[src/rtl/bp_pkg.sv]
package bp_pkg;

  typedef enum logic [1:0] {
    SRC_IDLE    = 2'd0,
    SRC_ALWAYS  = 2'd1,
    SRC_HISTORY = 2'd2,
    SRC_STATIC  = 2'd3
  } pred_src_e;

  function automatic pred_src_e pick_source(input logic valid,
                                            input logic uncond,
                                            input logic hit);
    if (!valid)      return SRC_IDLE;
    else if (uncond) return SRC_ALWAYS;
    else if (hit)    return SRC_HISTORY;
    else             return SRC_STATIC;
  endfunction

endpackage

[src/rtl/bp_static_rule.sv]
module bp_static_rule (
  input  logic uncond,
  input  logic backward,
  output logic static_taken
);
  // Fallback direction rule: unconditional or backward targets go taken.
  assign static_taken = uncond | backward;
endmodule

[src/rtl/bp_hist_table.sv]
module bp_hist_table #(
  parameter int ADDR_W = 32,
  parameter int IDX_W  = 4
) (
  input  logic              clk,
  input  logic              rst_n,
  input  logic [ADDR_W-1:0] rd_addr,
  output logic              rd_hit,
  output logic              rd_taken,
  input  logic              wr_en,
  input  logic [ADDR_W-1:0] wr_addr,
  input  logic              wr_taken
);
  localparam int DEPTH = 1 << IDX_W;
  localparam int TAG_W = ADDR_W - IDX_W;

  logic [DEPTH-1:0] valid_q;
  logic [DEPTH-1:0] out_q;
  logic [TAG_W-1:0] tag_q [DEPTH];

  logic [IDX_W-1:0] rd_idx, wr_idx;
  logic [TAG_W-1:0] rd_tag, wr_tag;

  assign rd_idx = rd_addr[IDX_W-1:0];
  assign rd_tag = rd_addr[ADDR_W-1:IDX_W];
  assign wr_idx = wr_addr[IDX_W-1:0];
  assign wr_tag = wr_addr[ADDR_W-1:IDX_W];

  always_ff @(posedge clk or negedge rst_n) begin
    if (!rst_n) begin
      valid_q <= '0;
    end else if (wr_en) begin
      valid_q[wr_idx] <= 1'b1;
    end
  end

  always_ff @(posedge clk) begin
    if (wr_en) begin
      out_q[wr_idx] <= wr_taken;
      tag_q[wr_idx] <= wr_tag;
    end
  end

  // Read side uses the registered contents, so a same-cycle write is not seen.
  assign rd_hit   = valid_q[rd_idx] && (tag_q[rd_idx] == rd_tag);
  assign rd_taken = out_q[rd_idx];

  AST_WRITE_LANDS: assert property (@(posedge clk) disable iff (!rst_n)
    wr_en |=> (valid_q[$past(wr_idx)] && (out_q[$past(wr_idx)] == $past(wr_taken))
               && (tag_q[$past(wr_idx)] == $past(wr_tag))));

  AST_RESET_CLEARS: assert property (@(posedge clk)
    !rst_n |-> (valid_q == '0));

endmodule

[src/rtl/lastout_predictor.sv]
module lastout_predictor #(
  parameter int ADDR_W = 32,
  parameter int IDX_W  = 4
) (
  input  logic              clk,
  input  logic              rst_n,
  input  logic              lk_valid,
  input  logic [ADDR_W-1:0] lk_addr,
  input  logic              lk_uncond,
  input  logic              lk_backward,
  output logic              pred_taken,
  output logic              pred_hit,
  input  logic              rs_valid,
  input  logic [ADDR_W-1:0] rs_addr,
  input  logic              rs_taken
);
  import bp_pkg::*;

  logic      tbl_hit, tbl_taken, fallback_taken;
  pred_src_e src;

  bp_hist_table #(.ADDR_W(ADDR_W), .IDX_W(IDX_W)) u_table (
    .clk      (clk),
    .rst_n    (rst_n),
    .rd_addr  (lk_addr),
    .rd_hit   (tbl_hit),
    .rd_taken (tbl_taken),
    .wr_en    (rs_valid),
    .wr_addr  (rs_addr),
    .wr_taken (rs_taken)
  );

  bp_static_rule u_static (
    .uncond       (lk_uncond),
    .backward     (lk_backward),
    .static_taken (fallback_taken)
  );

  always_comb begin
    src = pick_source(lk_valid, lk_uncond, tbl_hit);
    unique case (src)
      SRC_IDLE:    pred_taken = 1'b0;
      SRC_ALWAYS:  pred_taken = 1'b1;
      SRC_HISTORY: pred_taken = tbl_taken;
      SRC_STATIC:  pred_taken = fallback_taken;
      default:     pred_taken = 1'b0;
    endcase
  end

  assign pred_hit = lk_valid & tbl_hit;

  AST_UNCOND_TAKEN: assert property (@(posedge clk) disable iff (!rst_n)
    (lk_valid && lk_uncond) |-> pred_taken);

  AST_MISS_STATIC: assert property (@(posedge clk) disable iff (!rst_n)
    (lk_valid && !lk_uncond && !pred_hit) |-> (pred_taken == lk_backward));

  AST_IDLE_QUIET: assert property (@(posedge clk) disable iff (!rst_n)
    !lk_valid |-> (!pred_taken && !pred_hit));

  AST_RESOLVE_THEN_HIT: assert property (@(posedge clk) disable iff (!rst_n)
    (rs_valid && lk_valid && !lk_uncond && (lk_addr == rs_addr)) |=>
      (($past(lk_addr) != lk_addr) || !lk_valid || lk_uncond
       || (pred_hit && (pred_taken == $past(rs_taken)))));

endmodule

[config.mk]
export PLATFORM = sky130hd
export DESIGN_NAME = lastout_predictor
export DESIGN_NICKNAME = d
export VERILOG_FILES = /design/src/rtl/bp_pkg.sv /design/src/rtl/bp_static_rule.sv /design/src/rtl/bp_hist_table.sv /design/src/rtl/lastout_predictor.sv
export SDC_FILE = /design/constraint.sdc
export NUM_CORES = 1
export LEC_CHECK = 0
export BUFFER_PORTS_ARGS = -buffer_cell sky130_fd_sc_hd__clkbuf_2
export CAP_MARGIN = 20
export CORE_AREA = 2 2 208 210
export CTS_CLUSTER_DIAMETER = 100
export DETAILED_ROUTE_END_ITERATION = 10
export DIE_AREA = 0 0 210 212
export SYNTH_ARGS = -nofsm -noshare
export SYNTH_HDL_FRONTEND = slang
export SYNTH_SLANG_ARGS = --single-unit
export TNS_END_PERCENT = 20
[constraint.sdc]
create_clock -name clk -period 2.9 [get_ports clk]
set_input_delay 0.435 -clock clk [delete_from_list [all_inputs] [get_ports clk]]
set_output_delay 0.435 -clock clk [all_outputs]
set_load 0.05 [all_outputs]
## After elaboration in Yosys (flattened, before gate mapping)

Memories as Yosys holds them, arrays and structs flattened.
Index checks and enable logic that the tools add are counted.
Widths: inputs -> output; s select.

- Logic and storage cells: 29
- Flip-flop bits (word level): 32
- Memory bits (writable): 448
- Memories kept: 1

- Bitwise logic cells: 3
- $lt $le $gt $ge: 3
- Mux-type cells: 13
- Equality and inequality tests: 4
- Reductions and logical operators: 3

Memories:

| memory | words | width | rd ports | clocked after memory_dff | write ports | RTL line | source |
|---|---|---|---|---|---|---|---|
| u_table.tag_q | 16 | 28 | 1 | 0 | 1 | bp_hist_table.sv:19 | `logic [TAG_W-1:0] tag_q [DEPTH];` |

Operators with widths:

| operator | count |
|---|---|
| $eq 28x28->1 | 1 |
| $bwmux 16 | 1 |
| $or 16x16->16 | 1 |
| $lt 4x5->1 const B | 2 |
| $bmux 1 s4 | 2 |
| $mux 1 | 6 |
| $demux 1 s4 | 1 |
| $eq 2x2->1 const B | 2 |
| $ge 4x1->1 const B | 1 |
| $mux 2 | 2 |
| $pmux 1 s4 | 1 |
| $eq 2x1->1 const B | 1 |
| $logic_and 1x1->1 | 2 |
| $logic_not 2->1 | 1 |
| $and 1x1->1 | 1 |
| $or 1x1->1 | 1 |

## Logic depth before layout (Yosys ltp)

- Word-level depth: 8
- Depth in mapped cells: 13
- Gate-level depth less buffers: 8

## Hierarchy

A second synthesis with hierarchy kept.

- Cell total of the unflattened synthesis: 904
- Area, all modules: 19263.5 µm²

By module, submodules not included:

| module | cells each | times used | area an instance (µm²) | seq. area each (µm²) |
|---|---|---|---|---|
| bp_hist_table | 900 | 1 | 19230.9 | 14333.7 |
| lastout_predictor | 3 | 1 | 26.3 | 0.0 |
| bp_static_rule | 1 | 1 | 6.3 | 0.0 |

## Least setup slack after synthesis

Ideal clock, no wire load.

- Path type: input to register
- From: in rs_addr[1]
- To: reg u_table.out_q[0], enable pin
- Stages: 2
- Data arrival time: 3.560 ns
- Setup time: 0.490 ns
- Slack: -1.150 ns
- Cells stage by stage: clkbuf_1 nor4_1

RTL lines:

| element | RTL line | source |
|---|---|---|
| start: declaration | lastout_predictor.sv:14 | `input logic [ADDR_W-1:0] rs_addr,` |
| end signal: indexed assignment | bp_hist_table.sv:39 | `out_q[wr_idx] <= wr_taken;` |
| end: declaration | bp_hist_table.sv:18 | `logic [DEPTH-1:0] out_q;` |

## Worst setup path in the final report

- From: mem u_table.tag_q[11][17] (netlist name)
- To: out pred_taken

- Word-level cells in the longest chain between the ends: 8
- Elaborated cells on any way between the ends: 11

Ends and longest elaborated chain:

| element | RTL line | source |
|---|---|---|
| start: declaration | bp_hist_table.sv:19 |  |
| $mem_v2 16x28 * | - |  |
| $eq 28x28->1 * | bp_hist_table.sv:45 | `assign rd_hit = valid_q[rd_idx] && (tag_q[rd_idx] == rd_tag);` |
| $logic_and 1x1->1 * | bp_hist_table.sv:45 |  |
| $mux 1 * | bp_pkg.sv:15 | `else if (hit) return SRC_HISTORY;` |
| $mux 2 * | bp_pkg.sv:14 | `else if (uncond) return SRC_ALWAYS;` |
| $mux 2 * | bp_pkg.sv:13 | `if (!valid) return SRC_IDLE;` |
| $eq 2x2->1 (tied with other cells) | lastout_predictor.sv:41 | `unique case (src)` |
| $pmux 1 s4 * | lastout_predictor.sv:41 |  |
| end: declaration | lastout_predictor.sv:11 | `output logic pred_taken,` |

Every way passes the cells marked *; elsewhere a longest branch is shown, timed or not.

==> impl_summary.txt <==
----------------------------------------------------
[Run status]
  Run status ... complete, but fails checks
  Failing checks ... setup timing

[Critical path]
  Kind of end point of the critical path ... output port
  Data arrival, critical path ... 3260 ps
  Highest fanout seen on the critical path ... 2
  Maximum single-stage delay on the critical path ... 580 ps
  FF-to-FF setup slack ... 2120 ps
  Worst path cell trace ... mux4_2, mux2i_1, mux2i_1, xor2_1, or4_4, nor4_4, a41oi_2, a21boi_2, buf_12
  Top cell by count, worst path ... sky130_fd_sc_hd__mux2i_1
  Crit start category ... flop
  R2r endpoint ... u_table.valid_q[13]$_DFFE_PN0P_
  Category of cells accounting for the largest share of critical-path delay ... simple AND/OR/NAND/NOR gates
  Data required time at the worst endpoint ... 2470 ps
  Startpoint of the worst-slack reg-to-reg timing path ... u_table.valid_q[13]$_DFFE_PN0P_
  Combined buffer and inverter count along the critical path ... 1
  Path type of the worst setup path ... flop to output port
  Length in cells of the worst reg-to-reg path ... 1
  Worst-path cell with the longest stage delay ... sky130_fd_sc_hd__or4_4

[Placement]
  Port Buf Inserts ... 72
  HPWL Detailed ... 27,130 um
  Setup slack after placement ... -908.0 ps
  Global placement routability congestion ... 0.8189

[Global routing]
  Wire length of the first global-routing pass ... 66,400 um
  Global route total overflow ... 0
  Initial antenna violation count ... 3
  Total Routing Usage GR ... 20.97%
  Pin count of the biggest net entering global routing ... 33
  Vias in the first global route ... 9,892

[Clock network]
  Register clock-pin slew on the reported worst setup and hold paths ... 60 ps
  Root Buffer ... sky130_fd_sc_hd__clkbuf_16
  CTS buffer count ... 49
  Maximum root-to-sink buffer count ... 3
  Worst-skew pair later-pin latency ... 580 ps
  Post-CTS setup buffers ... 0
  Number of sinks handled by clock tree synthesis ... 480
  CTS HTree Levels ... 2
  CTS tree ... yes

[Timing]
  Unrepaired setup endpoints after global routing ... yes
  Period utilisation layout ... 127.3%
  Post-layout min period ... 3691 ps
  Fin worst setup slack ... -791.3 ps
  Number of setup violations in the final report ... 2
  Final Max Tran Viols ... 0
  Slew of the pin with the lowest slew margin ... 958.8 ps
  Max Fclk ... 270.9 MHz
  Total count of hold-check failures in the final report ... 0
  Min Hold Slack ... 253.9 ps
  Worst Clk Skew ... 0 ps
  Worst slew margin relative to its limit ... 35.49%

[Yosys]
  Synthesized instance count ... 879
  Async set-or-reset flop fraction in the synthesized netlist ... 3.333%
  Fraction of the yosys area taken by sequential cells ... 75.80%
  Number of synthesized flops with an enable pin ... 464
  Area share of the leading cell type in the synthesized netlist ... 73.68%
  Count of unique library cells instantiated by Yosys ... 56
  Post-synthesis cell area ... 0.01891 mm^2
  Register bit total from synthesis ... 480
  Yosys Warn Count ... 0
  Post-synthesis average cell area ... 21.51 um^2
  Net Count, Synth ... 950
  Cell type with the largest total area after synthesis ... sky130_fd_sc_hd__edfxtp_1
  Top FF cell, synth ... sky130_fd_sc_hd__edfxtp_1
  Top post-synthesis cells by area ... sky130_fd_sc_hd__edfxtp_1, sky130_fd_sc_hd__mux4_2, sky130_fd_sc_hd__dfrtp_1

[Routing]
  Starting DRT DRC Count ... 780
  Detail-routed net length per standard cell ... 27.39 um
  Detailed Routing Iterations Pass 1 ... 5
  Vias per cell ... 5.715
  Wire length after detailed routing ... 45,370 um
  Post-DRT Antenna Nets ... 0
  Via count ... 9,464
  Post-route DRC violation count ... 0

[Power and ir drop]
  Maximum resistive drop on vdd ... 0.0004333 V
  Post-route total power ... 14.79 mW
  Leakage power ... 7.477 nW
  PwrDens ... 657.1 mW/mm^2

[Final layout]
  Layout cells sized above 1 ... 37.93%
  FF/Latch Area ... 0.01433 mm^2
  Number of antenna diodes ... 0
  Area of the multi-input gates ... 0.004433 mm^2
  Nets@finish ... 1,145
  Filler cells ... 3,304
  Area growth from synthesis to final layout ... 18.99%

[Run]
  Number of max-capacitance violations reported ... 0

[Floorplanning]
  Starting utilization of the core area ... 44.49%
  Floorplan core area ... 0.04251 mm^2
  Number of placement rows ... 76
  Chip Width ... 210 um
  Area of the die ... 0.04452 mm^2
  Die span in y ... 212 um
  Number of I/O pins ... 73

[Hold path]
  Startpoint of the most critical hold path ... rs_addr[31]
  Worst min-delay path category ... primary input to flop
  Sink of the worst hold path ... u_table.tag_q[12][27]$_DFFE_PP_
  Cell count of the worst hold path ... 1

----------------------------------------------------
==> per-layer routing <==
layer | vias up | global-route usage [%] | part of all wire [%]
met2 | 262 | 33.89 | 49
met1 | 5069 | 29.35 | 43
li1 | 4057 | - | -
met3 | 70 | 4.195 | 5.7
met4 | 6 | 5.967 | 1.9
met5 | - | 0 | 0.079
==> cells in the mapped netlist, types with 11 or more instances <==
master and number:
sky130_fd_sc_hd__nor2_1 17, sky130_fd_sc_hd__mux2_2 12, sky130_fd_sc_hd__nand2_1 23, sky130_fd_sc_hd__edfxtp_1 464
sky130_fd_sc_hd__xor2_1 11, sky130_fd_sc_hd__or2_2 16, sky130_fd_sc_hd__dfrtp_1 16, sky130_fd_sc_hd__mux4_2 113
sky130_fd_sc_hd__xnor2_1 16, sky130_fd_sc_hd__buf_2 15, sky130_fd_sc_hd__nand3_1 14, sky130_fd_sc_hd__mux2i_1 39
==> sequential cells by signal, summed over array words and instances, names as in the netlist <==
name             cells
u_table.out_q       16
u_table.tag_q      448
u_table.valid_q     16
==> layout make-up <==
cell class | instances | share of cell area, %
flip-flops and latches | 480 | 63.70
multi-input cells | 354 | 19.70
repair buffers | 185 | 6.878
clock buffers | 68 | 6.089
well taps | 546 | 3.036
clock inverters | 19 | 0.5282
inverters | 4 | 0.06673
==> what timing repair did <==
item / in CTS / in global routing
gates resized for setup: 10 / 4
endpoints found under the setup margin: 2 / 2
hold buffers: 1 / 0
cloned: 0 / 1
hold endpoints to repair: 16 / 0
pin swaps: 9 / 1
==> cells by family after synthesis <==
group	after synthesis	share of synthesized area (%)
XOR/XNOR	27	1.250
AND/OR/NAND/NOR	112	3.196
buffers and inverters	45	1.515
multiplexers	164	16.24
AO/OA/AOI/OAI	51	2.005
flip-flops	480	75.80
==> worst max-delay path by stage <==
stage / start / endpoint / slack (ps) / cells after the start
4_1_cts: u_table.tag_q[11][17]$_DFFE_PP_ / pred_taken / -820 / 9
5_1_grt: u_table.tag_q[11][17]$_DFFE_PP_ / pred_taken / -900 / 9
3_3_place_gp: lk_addr[1] / pred_taken / -910 / 14
3_5_place_dp: lk_addr[1] / pred_taken / -910 / 14
2_1_floorplan: rs_addr[1] / u_table.out_q[0]$_DFFE_PP_ / -1150 / 2
6_report: u_table.tag_q[11][17]$_DFFE_PP_ / pred_taken / -790 / 9
==> where the power goes <==
part	switching [mW]	internal, mW
Clock	2.53	3.37
Combinational	0.557	0.500
Sequential	0.0460	7.78
==> layout by cell type (no fill, tap or decap), types with 4 or more instances in the layout <==
cell type | synthesis | routed
sky130_fd_sc_hd__edfxtp_1 | 464 | 464
sky130_fd_sc_hd__mux4_2 | 113 | 113
sky130_fd_sc_hd__buf_4 | 10 | 91
sky130_fd_sc_hd__clkbuf_2 | 0 | 67
sky130_fd_sc_hd__clkbuf_16 | 0 | 52
sky130_fd_sc_hd__mux2i_1 | 39 | 37
sky130_fd_sc_hd__nand2_1 | 23 | 23
sky130_fd_sc_hd__buf_12 | 1 | 22
sky130_fd_sc_hd__or2_2 | 16 | 16
sky130_fd_sc_hd__dfrtp_1 | 16 | 16
sky130_fd_sc_hd__xnor2_1 | 16 | 15
sky130_fd_sc_hd__nand3_1 | 14 | 14
sky130_fd_sc_hd__clkbuf_1 | 5 | 14
sky130_fd_sc_hd__mux2_2 | 12 | 12
sky130_fd_sc_hd__nor2_1 | 17 | 11
sky130_fd_sc_hd__xor2_1 | 11 | 11
sky130_fd_sc_hd__nor3_2 | 1 | 9
sky130_fd_sc_hd__a22oi_1 | 8 | 8
sky130_fd_sc_hd__nor2b_1 | 8 | 8
sky130_fd_sc_hd__clkinv_1 | 0 | 8
sky130_fd_sc_hd__o22ai_1 | 8 | 7
sky130_fd_sc_hd__clkinv_2 | 0 | 7
sky130_fd_sc_hd__nand2b_1 | 6 | 6
sky130_fd_sc_hd__nor2_4 | 0 | 6
sky130_fd_sc_hd__o21ai_0 | 5 | 5
sky130_fd_sc_hd__a21oi_1 | 4 | 4
==> metrics by stage <==
stage                     instances  setup TNS [ps]  utilization (%)  area, um^2
final                          1656           -1535            52.94       22500
after CTS                      1655           -1630            52.84       22460
after global routing           1656           -1738            52.94       22500
after floorplan                 879         -150680                -       18910
after detailed placement       1567           -1694            49.19       20910
after global placement         1567           -1686            49.19       20910
(Power assumes the default switching activity.)
